[config.mk]
export PLATFORM = sky130hd
export DESIGN_NAME = tlb_fa
export DESIGN_NICKNAME = d
export VERILOG_FILES = /design/src/rtl/tlb_pkg.sv /design/src/rtl/tlb_cam.sv /design/src/rtl/tlb_prienc.sv /design/src/rtl/tlb_plru.sv /design/src/rtl/tlb_fa.sv
export SDC_FILE = /design/constraint.sdc
export NUM_CORES = 2
export LEC_CHECK = 0
export BUFFER_PORTS_ARGS = -buffer_cell sky130_fd_sc_hd__buf_2
export CAP_MARGIN = 10
export CORE_MARGIN = 4
export CORE_UTILIZATION = 25
export CTS_CLUSTER_DIAMETER = 200
export DETAILED_ROUTE_END_ITERATION = 16
export SLEW_MARGIN = 20
export SYNTH_ARGS = -nofsm -noshare
export SYNTH_HDL_FRONTEND = slang
export SYNTH_SLANG_ARGS = --single-unit
export TNS_END_PERCENT = 10
[constraint.sdc]
create_clock -name clk -period 12.3 [get_ports clk]
set_input_delay 0.615 -clock clk [delete_from_list [all_inputs] [get_ports clk]]
set_output_delay 0.615 -clock clk [all_outputs]
set_load 0.005 [all_outputs]
[src/rtl/tlb_pkg.sv]
package tlb_pkg;
   // Access rights per privilege level
   typedef logic [1:0] rights_t;
   localparam rights_t RIGHTS_NONE = 2'b00;
   localparam rights_t RIGHTS_READ = 2'b01;
   localparam rights_t RIGHTS_RW   = 2'b10;

   // Write needs bit 1; read needs any non-zero code
   function automatic logic rights_allow(rights_t r, logic wr);
      return wr ? r[1] : (r != RIGHTS_NONE);
   endfunction
endpackage

[src/rtl/tlb_cam.sv]
module tlb_cam #(
   parameter int N     = 16,
   parameter int VPN_W = 20,
   parameter int PID_W = 8
) (
   input  logic [N-1:0]     used,
   input  logic [VPN_W-1:0] vpn [N],
   input  logic [PID_W-1:0] pid [N],
   input  logic [VPN_W-1:0] key_vpn,
   input  logic [PID_W-1:0] key_pid,
   output logic [N-1:0]     match
);
   for (genvar g = 0; g < N; g++) begin : g_cmp
      assign match[g] = used[g] && (vpn[g] == key_vpn) && (pid[g] == key_pid);
   end
endmodule

[src/rtl/tlb_prienc.sv]
module tlb_prienc #(
   parameter int N     = 16,
   parameter int IDX_W = $clog2(N)
) (
   input  logic [N-1:0]     req,
   output logic [IDX_W-1:0] idx,
   output logic             found
);
   always_comb begin
      idx   = '0;
      found = |req;
      for (int i = N - 1; i >= 0; i--) begin
         if (req[i]) idx = IDX_W'(i);
      end
   end
endmodule

[src/rtl/tlb_plru.sv]
module tlb_plru #(
   parameter int WAYS = 16,
   localparam int LVL   = $clog2(WAYS),
   localparam int NODES = WAYS - 1
) (
   input  logic           clk,
   input  logic           rst_n,
   input  logic           touch_valid,
   input  logic [LVL-1:0] touch_idx,
   output logic [LVL-1:0] victim
);
   if (WAYS < 2 || (1 << LVL) != WAYS) begin : g_bad_ways
      $error("tlb_plru: WAYS must be a power of two of at least 2");
   end

   logic [NODES-1:0] tree_q, tree_nx;

   always_comb begin
      int node;
      tree_nx = tree_q;
      node    = 0;
      if (touch_valid) begin
         for (int l = 0; l < LVL; l++) begin
            tree_nx[node] = ~touch_idx[LVL-1-l];
            node = 2 * node + 1 + int'(touch_idx[LVL-1-l]);
         end
      end
   end

   always_comb begin
      int node;
      victim = '0;
      node   = 0;
      for (int l = 0; l < LVL; l++) begin
         victim[LVL-1-l] = tree_q[node];
         node = 2 * node + 1 + int'(tree_q[node]);
      end
   end

   always_ff @(posedge clk) begin
      if (!rst_n) tree_q <= '0;
      else        tree_q <= tree_nx;
   end


   plru_avoids_touched_chk: assert property (@(posedge clk) disable iff (!rst_n)
      touch_valid |=> victim != $past(touch_idx));
endmodule

[src/rtl/tlb_fa.sv]
module tlb_fa
   import tlb_pkg::*;
#(
   parameter int ENTRIES   = 16,
   parameter int VA_W      = 32,
   parameter int PA_W      = 32,
   parameter int PAGE_BITS = 12,
   parameter int PID_W     = 8,
   localparam int VPN_W = VA_W - PAGE_BITS,
   localparam int PPN_W = PA_W - PAGE_BITS,
   localparam int IDX_W = $clog2(ENTRIES)
) (
   input  logic             clk,
   input  logic             rst_n,
   input  logic             lk_valid,
   input  logic [VA_W-1:0]  lk_vaddr,
   input  logic             lk_write,
   input  logic             lk_kernel,
   input  logic [PID_W-1:0] cur_pid,
   output logic             lk_hit,
   output logic             lk_miss,
   output logic             lk_page_fault,
   output logic             lk_prot_fault,
   output logic [PA_W-1:0]  lk_paddr,
   output logic             lk_cacheable,
   input  logic             fill_valid,
   input  logic [VPN_W-1:0] fill_vpn,
   input  logic [PID_W-1:0] fill_pid,
   input  logic [PPN_W-1:0] fill_ppn,
   input  logic             fill_present,
   input  logic [1:0]       fill_krights,
   input  logic [1:0]       fill_urights,
   input  logic             fill_cacheable,
   input  logic             inv_valid,
   input  logic [VPN_W-1:0] inv_vpn,
   input  logic [PID_W-1:0] inv_pid,
   input  logic             flush_pid_valid,
   input  logic [PID_W-1:0] flush_pid,
   input  logic             flush_all,
   input  logic [IDX_W-1:0] rd_index,
   output logic             rd_used,
   output logic [VPN_W-1:0] rd_vpn,
   output logic [PID_W-1:0] rd_pid,
   output logic [PPN_W-1:0] rd_ppn,
   output logic             rd_present,
   output logic             rd_ref,
   output logic             rd_mod
);
   if (ENTRIES < 2 || (1 << IDX_W) != ENTRIES) begin : g_bad_entries
      $error("tlb_fa: ENTRIES must be a power of two of at least 2");
   end
   if (PAGE_BITS < 1 || PAGE_BITS >= VA_W || PAGE_BITS >= PA_W) begin : g_bad_page
      $error("tlb_fa: PAGE_BITS must be below both address widths");
   end

   // Slot storage
   logic [ENTRIES-1:0] used_q, pres_q, ref_q, mod_q, cach_q;
   logic [VPN_W-1:0]   vpn_q [ENTRIES];
   logic [PID_W-1:0]   pid_q [ENTRIES];
   logic [PPN_W-1:0]   ppn_q [ENTRIES];
   rights_t            kr_q  [ENTRIES];
   rights_t            ur_q  [ENTRIES];

   // Parallel comparators: lookup, refill, invalidate
   logic [ENTRIES-1:0] lk_match, fl_match, iv_match;

   tlb_cam #(.N(ENTRIES), .VPN_W(VPN_W), .PID_W(PID_W)) u_cam_lk (
      .used(used_q), .vpn(vpn_q), .pid(pid_q),
      .key_vpn(lk_vaddr[VA_W-1:PAGE_BITS]), .key_pid(cur_pid), .match(lk_match));
   tlb_cam #(.N(ENTRIES), .VPN_W(VPN_W), .PID_W(PID_W)) u_cam_fl (
      .used(used_q), .vpn(vpn_q), .pid(pid_q),
      .key_vpn(fill_vpn), .key_pid(fill_pid), .match(fl_match));
   tlb_cam #(.N(ENTRIES), .VPN_W(VPN_W), .PID_W(PID_W)) u_cam_iv (
      .used(used_q), .vpn(vpn_q), .pid(pid_q),
      .key_vpn(inv_vpn), .key_pid(inv_pid), .match(iv_match));

   logic [IDX_W-1:0] lk_idx, flm_idx, free_idx, victim, fill_idx, touch_idx;
   logic             lk_found, flm_found, free_found;

   tlb_prienc #(.N(ENTRIES), .IDX_W(IDX_W)) u_enc_lk (
      .req(lk_match), .idx(lk_idx), .found(lk_found));
   tlb_prienc #(.N(ENTRIES), .IDX_W(IDX_W)) u_enc_fl (
      .req(fl_match), .idx(flm_idx), .found(flm_found));
   tlb_prienc #(.N(ENTRIES), .IDX_W(IDX_W)) u_enc_free (
      .req(~used_q), .idx(free_idx), .found(free_found));

   // Lookup outcome
   logic    lk_any, lk_allow;
   rights_t lk_rights;

   always_comb begin
      lk_any        = lk_valid && lk_found;
      lk_rights     = lk_kernel ? kr_q[lk_idx] : ur_q[lk_idx];
      lk_allow      = rights_allow(lk_rights, lk_write);
      lk_miss       = lk_valid && !lk_found;
      lk_page_fault = lk_any && !pres_q[lk_idx];
      lk_prot_fault = lk_any && pres_q[lk_idx] && !lk_allow;
      lk_hit        = lk_any && pres_q[lk_idx] && lk_allow;
      lk_paddr      = lk_hit ? {ppn_q[lk_idx], lk_vaddr[PAGE_BITS-1:0]} : '0;
      lk_cacheable  = lk_hit && cach_q[lk_idx];
   end

   // Refill placement and replacement tree
   logic fill_do, touch_valid;

   assign fill_do     = fill_valid && !flush_all && !flush_pid_valid && !inv_valid;
   assign fill_idx    = flm_found ? flm_idx : (free_found ? free_idx : victim);
   assign touch_valid = fill_do || lk_hit;
   assign touch_idx   = fill_do ? fill_idx : lk_idx;

   tlb_plru #(.WAYS(ENTRIES)) u_plru (
      .clk(clk), .rst_n(rst_n), .touch_valid(touch_valid),
      .touch_idx(touch_idx), .victim(victim));

   always_ff @(posedge clk) begin
      if (!rst_n) begin
         used_q <= '0;
         pres_q <= '0;
         ref_q  <= '0;
         mod_q  <= '0;
         cach_q <= '0;
         for (int i = 0; i < ENTRIES; i++) begin
            vpn_q[i] <= '0;
            pid_q[i] <= '0;
            ppn_q[i] <= '0;
            kr_q[i]  <= RIGHTS_NONE;
            ur_q[i]  <= RIGHTS_NONE;
         end
      end else begin
         if (lk_hit) begin
            ref_q[lk_idx] <= 1'b1;
            if (lk_write) mod_q[lk_idx] <= 1'b1;
         end
         if (flush_all) begin
            used_q <= '0;
         end else if (flush_pid_valid) begin
            for (int i = 0; i < ENTRIES; i++) begin
               if (pid_q[i] == flush_pid) used_q[i] <= 1'b0;
            end
         end else if (inv_valid) begin
            used_q <= used_q & ~iv_match;
         end else if (fill_do) begin
            used_q[fill_idx] <= 1'b1;
            pres_q[fill_idx] <= fill_present;
            ref_q[fill_idx]  <= 1'b0;
            mod_q[fill_idx]  <= 1'b0;
            cach_q[fill_idx] <= fill_cacheable;
            vpn_q[fill_idx]  <= fill_vpn;
            pid_q[fill_idx]  <= fill_pid;
            ppn_q[fill_idx]  <= fill_ppn;
            kr_q[fill_idx]   <= fill_krights;
            ur_q[fill_idx]   <= fill_urights;
         end
      end
   end

   // Read port
   assign rd_used    = used_q[rd_index];
   assign rd_vpn     = vpn_q[rd_index];
   assign rd_pid     = pid_q[rd_index];
   assign rd_ppn     = ppn_q[rd_index];
   assign rd_present = pres_q[rd_index];
   assign rd_ref     = ref_q[rd_index];
   assign rd_mod     = mod_q[rd_index];


   outcome_onehot_chk: assert property (@(posedge clk) disable iff (!rst_n)
      $onehot0({lk_hit, lk_miss, lk_page_fault, lk_prot_fault}));

   outcome_needs_req_chk: assert property (@(posedge clk) disable iff (!rst_n)
      (lk_hit || lk_miss || lk_page_fault || lk_prot_fault) |-> lk_valid);

   single_match_chk: assert property (@(posedge clk) disable iff (!rst_n)
      $onehot0(lk_match));

   write_hit_marks_chk: assert property (@(posedge clk) disable iff (!rst_n)
      (lk_hit && lk_write && !fill_do) |=> mod_q[$past(lk_idx)]);

   fill_lands_chk: assert property (@(posedge clk) disable iff (!rst_n)
      fill_do |=> used_q[$past(fill_idx)]);

   flush_all_empty_chk: assert property (@(posedge clk) disable iff (!rst_n)
      flush_all |=> (used_q == '0));
endmodule

==> impl_metrics.yaml <==
critical_path:
  critical_path.cell_chain: "buf_2 > xnor2_1 > nand4_1 > nor4_1 > nand3_1 > and3_1 > o31ai_4 > buf_4 > and2_4 > buf_4 > mux2i_1 > a32o_1 > or3_1 > nor4b_2 > o211ai_4 > a2111oi_1 > buf_2"
  cp.required_ns: 11.69
  arrival_ns: 8.03
  critPathKind: "input port to output pin"
  crit_path_top_delay_cell: "buf_2"
  slowest_delay_ns: 0.87
  crit_path_start_kind: "input port"
  crit_fanout: 44
  end_kind: "output pin"
clock_tree:
  cts_root_buf: "clkbuf_16"
  cts-buffers-inserted: 97
  cts_num_sinks: 927
  holdBufCountCts: 0
  cts-htree-levels: 3
  cts_tree: "done"
  cts.repair_timing.setup_buffer_count: 0
  insertion_delay_ns: 0.79
  cts.repair.resized: 0
  cts.reportedPaths.clkPinSlew_ns: 0.06
  cts.path.max_buffers: 3
finish:
  fin_nets: 6223
  layout-area-overhead-vs-synth_pct: 13.0
  fillCellCount: 25900
  layout-drive-gt1-share_pct: 17.1
  stdcell_count: 9513
drt:
  route.final.wire_length_um: 360000
  dr.pass1.iters: 6
  initialDrtViolationCount: 9657
  route.detailed.vias_per_inst: 6.09
  final_routed_wire_length_divided_by_cell_count_um: 37.8
  num_vias: 57900
  wl_met2_um: 144000
  met3RoutedLength_um: 52900
  m1WireLength_um: 134000
  drc_errors: 0
  antenna_left: 0
  top_layer_used: "met5"
placement:
  place_congestion: 1.08
  dpl.cell_count: 9301
  detailedPlacementHpwl_um: 239000
  place.port_buffers: 231
yosys:
  synth-async-reset-ratio_pct: 0
  synth_top_flop_cell: "dfxtp_1"
  yosysMostFrequentCell: "xnor2_1"
  dominant_combinational_cell_family_by_area_after_synthesis: "XOR/XNOR gates"
  post_synth_most_frequent_cells: "xnor2_1, xor2_1, dfxtp_1"
  synth.top_cell.area_share_pct: 18.4
  synth-adder-area-share_pct: 0.160
  synth_compound_area_share_pct: 11.0
  ys_top_cells_by_area: "edfxtp_1, dfxtp_1, xnor2_1"
  syn_nets: 6333
  post_synth.cell_area_avg_um2: 10.1
  synth.largest_area_cell: "edfxtp_1"
  post_synth_xor_area_fraction_pct: 20.6
  synth_edf_count: 384
  synth.cell_area_um2: 62600
  fraction_of_the_yosys_area_taken_by_sequential_cells_pct: 35.8
  yosysUniqueCellTypes: 90
  yosys.area_share.simple_pct: 16.2
  synth_mux_area_share_pct: 11.4
  synth_cells: 6182
  post_synthesis_register_bit_count: 927
  synthesis.yosys.warnings: 0
timing:
  max-slew-margin-rel_pct: 4.12
  max_clock_freq_mhz: 116
  final_number_of_hold_violating_endpoints: 0
  setup-violations-final: 0
  final_critical_path_share_of_the_clock_period_pct: 70.2
  timing.clock.skew_ns: 0.0600
  worstMarginPinSlew_ns: 1.43
  timing.setup.tns_ns: 0
  rsz_0062_raised_after_global_routing: "no"
  holdWs_ns: 0.264
  finalWorstPathRequiredPeriod_ns: 8.64
  final-max-slew-violation-count: 0
global_route:
  first_global_vias: 54000
  grt_start_max_net_pins: 138
  antenna_found_initial: 57
  overflow: 0
  total_track_usage_pct: 26.6
  grt_pass1_wl_um: 476000
die:
  core_um2: 249000
  fp.dieH_um: 508
  initial_utilization_pct: 25.1
  std_cell_rows: 183
  die-area_um2: 258000
  pin_count: 232
  dieWidth_um: 508
run_status:
  run_status: "complete, no violations"
power_and_ir_drop:
  power-per-cell-area_nw_per_um2: 105
  p_leak_uw: 0.0249
  vdd.ir_drop.worst_mv: 0.113
flow_run:
  max_cap_viol_count: 0
worst_hold_path:
  worstHoldPathType: "input port to register"
==> cells in the final DEF, fill, tap and decap left out, drive strengths merged, types with 12 or more instances in the layout <==
| cell type | count |
|---|---|
| xnor2 | 907 |
| xor2 | 562 |
| dfxtp | 543 |
| buf | 484 |
| a22o | 478 |
| and2 | 419 |
| edfxtp | 384 |
| nand4 | 338 |
| nand2 | 292 |
| mux4 | 260 |
| nor4 | 227 |
| nand3 | 136 |
| clkbuf | 128 |
| o21ai | 101 |
| nor2 | 100 |
| a21oi | 80 |
| mux2i | 77 |
| nor3 | 60 |
| inv | 49 |
| and3 | 47 |
| a211oi | 47 |
| mux2 | 45 |
| a31oi | 43 |
| clkinv | 40 |
| nor3b | 27 |
| diode | 26 |
| nand2b | 25 |
| or2 | 24 |
| nor2b | 23 |
| a2111oi | 21 |
| and4 | 13 |
| o22ai | 12 |
| o211ai | 12 |
==> sequential cells by signal, indices dropped and copies added (netlist names), 32 cells and up <==
signal,flops
kr_q,32
pid_q,128
ur_q,32
vpn_q,320
ppn_q,320
==> worst paths after layout <==
| path | from | endpoint | slack (ns) | depth (start not counted) |
|---|---|---|---|---|
| min reg2reg | u_plru.tree_q[9] | u_plru.tree_q[9] | 0.46 | 2 |
| max reg2reg | pid_q[21] | kr_q[5][0] | 4.99 | 16 |
| max | cur_pid[4] | lk_paddr[27] | 3.66 | 17 |
| min | fill_pid[7] | pid_q[127] | 0.26 | 2 |
==> power by group <==
group / internal, uW / switching [uW] / leakage, uW
clock network: 1690 / 1440 / 0.00157
registers: 3250 / 34.1 / 0.00818
logic: 304 / 713 / 0.0152
==> final cells by class <==
class                           count  area, um2  share of cell area, %
Multi-Input combinational cell   4511      37400                   53.0
Clock buffer                      128       2650                   3.75
Sequential cell                   927      22400                   31.7
Clock inverter                     56        636                  0.899
Inverter                           51        193                  0.273
Tap cell                         3330       4170                   5.89
Antenna cell                       26       65.1                 0.0920
Timing Repair Buffer              484       3140                   4.44
==> kinds of logic after synthesis <==
logic type      after synthesis
xor+xnor                   1469
mux                         382
compound gates              870
fa+ha+maj                     8
simple gates               1782
flops                       927
buf+inv                     744
==> worst max-delay path, delay by kind of cell <==
kind | cells | cell delay, ns
xor+xnor | 1 | 0.24
mux | 1 | 0.23
buf+inv | 4 | 2.41
compound gates | 4 | 1.71
simple gates | 7 | 2.70
==> metal layers <==
metal  up-vias  track usage, %
met5         -               0
met4        32            16.7
met3      1407            10.8
met2      5229            37.6
met1     28900            33.5
li1      22300               -
==> stage by stage <==
step           setup WS [ns]  power, uW  util, %  cell area (um2)
2_1_floorplan           7.04       3910        -            62600
3_3_place_gp            3.73       4300     27.0            67300
3_5_place_dp            3.65       4310     27.0            67300
4_1_cts                 3.61       7390     28.4            70600
5_1_grt                 3.57       7570     28.4            70600
6_report                3.66       7430     28.4            70700
Power figures use the tool's default switching activity.
